## config.mk

```make
export PLATFORM = sky130hd
export DESIGN_NAME = spi_bus_yield
export DESIGN_NICKNAME = d
export VERILOG_FILES = /design/src/rtl/spi_yield_pkg.sv /design/src/rtl/yield_sync.sv /design/src/rtl/yield_fsm.sv /design/src/rtl/yield_start_gate.sv /design/src/rtl/yield_oe_drive.sv /design/src/rtl/spi_bus_yield.sv
export SDC_FILE = /design/constraint.sdc
export NUM_CORES = 1
export LEC_CHECK = 0
export ABC_AREA = 1
export BUFFER_PORTS_ARGS = -buffer_cell sky130_fd_sc_hd__buf_2
export CAP_MARGIN = 10
export CORE_AREA = 2 2 39 41
export DETAILED_ROUTE_END_ITERATION = 8
export DIE_AREA = 0 0 41 43
export PLACE_DENSITY = 0.63
export REMOVE_ABC_BUFFERS = 1
export SLEW_MARGIN = 0
export SYNTH_ARGS = -nofsm -noshare
export SYNTH_HDL_FRONTEND = slang
export SYNTH_SLANG_ARGS = --single-unit
```

## constraint.sdc

```tcl
create_clock -name clk -period 2.7 [get_ports clk]
set_clock_uncertainty 0.1 [all_clocks]
set_input_delay 0.135 -clock clk [delete_from_list [all_inputs] [get_ports clk]]
set_output_delay 0.135 -clock clk [all_outputs]
set_load 0.1 [all_outputs]
```

## src/rtl/spi_yield_pkg.sv

```systemverilog
package spi_yield_pkg;

  typedef enum logic [1:0] {
    BUS_OWNED   = 2'd0,
    BUS_DRAIN   = 2'd1,
    BUS_YIELDED = 2'd2
  } yield_state_e;

  // Ownership transition rule, kept apart so the bench can restate it.
  function automatic yield_state_e next_yield_state(
    input yield_state_e cur,
    input logic         en,
    input logic         req,
    input logic         busy,
    input logic         launched,
    input logic         cancel
  );
    yield_state_e nxt;
    nxt = cur;
    case (cur)
      BUS_OWNED: begin
        if (en && req) begin
          if (busy || launched) nxt = BUS_DRAIN;
          else                  nxt = BUS_YIELDED;
        end
      end
      BUS_DRAIN: begin
        if (!en || !req)           nxt = BUS_OWNED;
        else if (!busy || cancel)  nxt = BUS_YIELDED;
      end
      BUS_YIELDED: begin
        if (!req) nxt = BUS_OWNED;
      end
      default: nxt = BUS_OWNED;
    endcase
    return nxt;
  endfunction

  // A start may launch only on an owned, idle bus not about to be lent.
  function automatic logic start_permitted(
    input logic owned,
    input logic yielding,
    input logic busy,
    input logic launched
  );
    return owned && !yielding && !busy && !launched;
  endfunction

endpackage

```

## src/rtl/yield_sync.sv

```systemverilog
module yield_sync #(
  parameter int STAGES   = 2,
  parameter bit IDLE_VAL = 1'b1
) (
  input  logic clk,
  input  logic rst_n,
  input  logic din,
  output logic dout
);
  logic [STAGES-1:0] chain;

  always_ff @(posedge clk or negedge rst_n) begin
    if (!rst_n) chain <= {STAGES{IDLE_VAL}};
    else        chain <= {chain[STAGES-2:0], din};
  end

  assign dout = chain[STAGES-1];
endmodule

```

## src/rtl/yield_fsm.sv

```systemverilog
module yield_fsm
  import spi_yield_pkg::*;
(
  input  logic         clk,
  input  logic         rst_n,
  input  logic         yield_en,
  input  logic         req_active,
  input  logic         xfer_busy,
  input  logic         xfer_cancel,
  input  logic         engine_start,
  output yield_state_e state,
  output logic         owned,
  output logic         released,
  output logic         yield_now
);
  yield_state_e state_d;

  always_comb begin
    state_d = next_yield_state(state, yield_en, req_active, xfer_busy,
                               engine_start, xfer_cancel);
  end

  always_ff @(posedge clk or negedge rst_n) begin
    if (!rst_n) state <= BUS_OWNED;
    else        state <= state_d;
  end

  assign owned     = (state == BUS_OWNED);
  assign released  = (state == BUS_YIELDED);
  assign yield_now = owned && yield_en && req_active;
endmodule

```

## src/rtl/yield_start_gate.sv

```systemverilog
module yield_start_gate
  import spi_yield_pkg::*;
(
  input  logic clk,
  input  logic rst_n,
  input  logic local_start_req,
  input  logic owned,
  input  logic yield_now,
  input  logic xfer_busy,
  output logic engine_start
);
  logic pending;
  logic want;
  logic fire;

  assign want = pending || local_start_req;
  assign fire = want && start_permitted(owned, yield_now, xfer_busy, engine_start);

  always_ff @(posedge clk or negedge rst_n) begin
    if (!rst_n) begin
      pending      <= 1'b0;
      engine_start <= 1'b0;
    end else begin
      pending      <= want && !fire;
      engine_start <= fire;
    end
  end
endmodule

```

## src/rtl/yield_oe_drive.sv

```systemverilog
module yield_oe_drive #(
  parameter int NUM_CS = 9
) (
  input  logic              released,
  output logic              sck_oe,
  output logic              mosi_oe,
  output logic [NUM_CS-1:0] cs_oe
);
  assign sck_oe  = !released;
  assign mosi_oe = !released;

  for (genvar i = 0; i < NUM_CS; i++) begin : g_cs
    assign cs_oe[i] = !released;
  end
endmodule

```

## src/rtl/spi_bus_yield.sv

```systemverilog
module spi_bus_yield
  import spi_yield_pkg::*;
#(
  parameter int NUM_CS      = 9,
  parameter int SYNC_STAGES = 2
) (
  input  logic              clk,
  input  logic              rst_n,
  input  logic              yield_en,
  input  logic              ext_req_n,
  input  logic              xfer_busy,
  input  logic              xfer_cancel,
  input  logic              local_start_req,
  output logic              engine_start,
  output logic              sck_oe,
  output logic              mosi_oe,
  output logic [NUM_CS-1:0] cs_oe,
  output logic              yield_ack_n
);
  logic         req_n_sync;
  logic         req_active;
  yield_state_e state;
  logic         owned;
  logic         released;
  logic         yield_now;

  yield_sync #(.STAGES(SYNC_STAGES), .IDLE_VAL(1'b1)) u_sync (
    .clk  (clk),
    .rst_n(rst_n),
    .din  (ext_req_n),
    .dout (req_n_sync)
  );

  assign req_active = !req_n_sync;

  yield_fsm u_fsm (
    .clk         (clk),
    .rst_n       (rst_n),
    .yield_en    (yield_en),
    .req_active  (req_active),
    .xfer_busy   (xfer_busy),
    .xfer_cancel (xfer_cancel),
    .engine_start(engine_start),
    .state       (state),
    .owned       (owned),
    .released    (released),
    .yield_now   (yield_now)
  );

  yield_start_gate u_gate (
    .clk            (clk),
    .rst_n          (rst_n),
    .local_start_req(local_start_req),
    .owned          (owned),
    .yield_now      (yield_now),
    .xfer_busy      (xfer_busy),
    .engine_start   (engine_start)
  );

  yield_oe_drive #(.NUM_CS(NUM_CS)) u_oe (
    .released(released),
    .sck_oe  (sck_oe),
    .mosi_oe (mosi_oe),
    .cs_oe   (cs_oe)
  );

  assign yield_ack_n = !released;
endmodule

```

==> impl_metrics.toml <==
[final_layout]
fin_nets = 67
fin_area_um2 = 428
area_growth_pct = 21.3
diodes = 0
multi_input_area_um2 = 98.8
nFillCells = 146
drive_above_1_share_pct = 44.8
regArea_um2 = 153

[routing]
via_count = 300
viasPerCell = 4.05
drcViolationCount = 0
firstDrtPassIters = 2
routed_wl_um = 561
first_iter_violations = 3
ant_nets = 0
wl_per_cell_um = 7.58

[place]
place_congestion = 0.692
numPortBuffers = 19
placed_area_um2 = 385
dp_hpwl_um = 436

[setup_path]
cp_slowest_cell = "buf_2"
crit_fanout = 12
worstPathCellList = "inv_1, nand2_1, buf_2"
end_kind = "primary output"
critical_path_class = "reg -> out"
r2r_cells = 6
worstSetupStartpointType = "flip-flop"
arrival_ns = 1.35
required_ns = 2.47
cpPeakStageDelay_ns = 0.48

[hold_path]
min-delay-path-class = "in -> reg"
hold_path_depth = 3

[grt]
antenna_found_initial = 0
grt.total_usage_pct = 8.32
grt_max_degree = 13
grt_use_met1_pct = 8.33
grt_pass1_wl_um = 931
grtUsageMet3_pct = 4.71
busiest_layer = "met2"
grt_use_met2_pct = 12.2
first_global_vias = 256
grt_overflow = 0

[synth]
ys.flop_type = "dfrtp_1"
synth_compound_gate_area_share_pct = 4.26
yosysWarnings = 0
synth_top_family_by_area = "buffers and inverters"
synthTopCellsByArea = "dfrtp_1 28%, buf_4 23%, dfstp_2 15%"
synthAdderAreaFrac_pct = 0
synth-simple-area-share_pct = 23.8
synth_edf_count = 0
synth_mux_area_share_pct = 0
async_flop_share_pct = 100
synth_xor_area_share_pct = 0
synth_top_cell_by_area = "dfrtp_1"
synthMostInstantiatedCell = "buf_4"
synth_top_area_share_pct = 28.4
post_synth.cell_area_avg_um2 = 7.84
ys_seq_elements = 6
syn-cell-area_um2 = 353
yosys-top-cells-count = "11 x buf_4, 8 x nor2_1, 7 x nand2_1"
synth_seq_area_share_pct = 43.3
ys_types = 11
netlist_instances = 45

[clocking]
cts_max_path_buffers = 2
cts_max_level = 1
cts_buffers = 3
cts_resized = 0
numClockSinks = 6
root_buffer = "clkbuf_4"
cts_tree = "yes"
clk_pin_slew_ns = 0.05
clk_latency_ns = 0.24
postCtsSetupRepairBufs = 0

[timing]
slew_violations = 0
min_period_over_period_pct = 58.7
slew_headroom_pct = 67.9
worst_pin_slew_ns = 0.485
fmax_mhz = 631
final.min_clock_period_ns = 1.58
finalSetupViolCount = 0
final-hold-violation-count = 0
grt_setup_unrepaired = "false"

[floorplan]
die-area_um2 = 1760
die_h_um = 43
rows = 14
initial_core_util_pct = 25.5
die_w_um = 41
core_um2 = 1380
io_pins = 20

[outcome]
outcome = "completed"

[run]
drv_cap = 0
==> cells in the final DEF (no fill, tap or decap), types with 2 or more instances in the layout <==
master	synthesis	final
inv_1	5	5
dfstp_2	2	2
o21ai_0	2	2
nand3_1	3	3
dlygate4sd3_1	0	2
buf_2	0	19
nand2_1	7	7
nor2_1	8	8
clkbuf_4	0	3
dfrtp_1	4	4
==> per-layer routing <==
metal / part of all wire, % / vias up
li1: - / 151
met1: 42 / 126
met2: 44 / 21
met3: 12 / 2
met4: 1.8 / 0
met5: 0 / -
==> cell type report <==
type                    count  share of cell area (%)
multi-input cells          23                    23.1
flip-flops and latches      6                    35.7
repair buffers             21                    26.9
well taps                  16                    4.68
clock buffers               3                    5.26
inverters                   5                    4.39
==> through the flow <==
step                      hold WS, ns  util, %  TNS, ns  instances  worst slack, ns
after global routing           0.0481     30.9        0         74            0.949
after global placement         -0.139     27.8        0         69             1.40
after CTS                      0.0230     30.9        0         74             1.09
final                          0.0246     30.9        0         74             1.12
after detailed placement       -0.138     27.8        0         69             1.36
after floorplan                -0.261        -   -65.40         34            -5.45
==> final timing paths <==
kind	start	to	slack, ns
worst max register to register	u_sync.chain[1]	u_fsm.state[1]	1.61
worst min register to register	u_sync.chain[0]	u_sync.chain[1]	0.25
max in group asynchronous	rst_n	u_sync.chain[0]	2.14
min in group asynchronous	rst_n	u_gate.engine_start	0.15
worst max-delay path	u_fsm.state[0]	cs_oe[6]	1.12
worst min-delay path	local_start_req	u_gate.pending	0.02
==> state kept, by name (all words and copies together) (netlist names) <==
| signal | count |
|---|---|
| u_fsm.state | 2 |
| u_gate.pending | 1 |
| u_gate.engine_start | 1 |
| u_sync.chain | 2 |
==> worst max-delay path: cells and delay by family (launching register included) <==
family	cells	cell delay (ns)
AND/OR/NAND/NOR	1	0.20
flip-flops	1	0.36
buffers and inverters	2	0.55
==> kinds of logic (layout without fill, tap and decap cells) <==
kind of cell           count (synthesis)  in the layout
flip-flops                             6              6
AND/OR/NAND/NOR                       20             20
AO/OA/AOI/OAI                          3              3
buffers and inverters                 16             29
==> timing repair <==
action,in CTS,in global routing
hold endpoints to repair,7,0
endpoints found under the setup margin,0,0
hold buffers,2,0
Power is not shown: default switching activity piles up to over one toggle a cycle in this logic, so the estimate is an artifact.
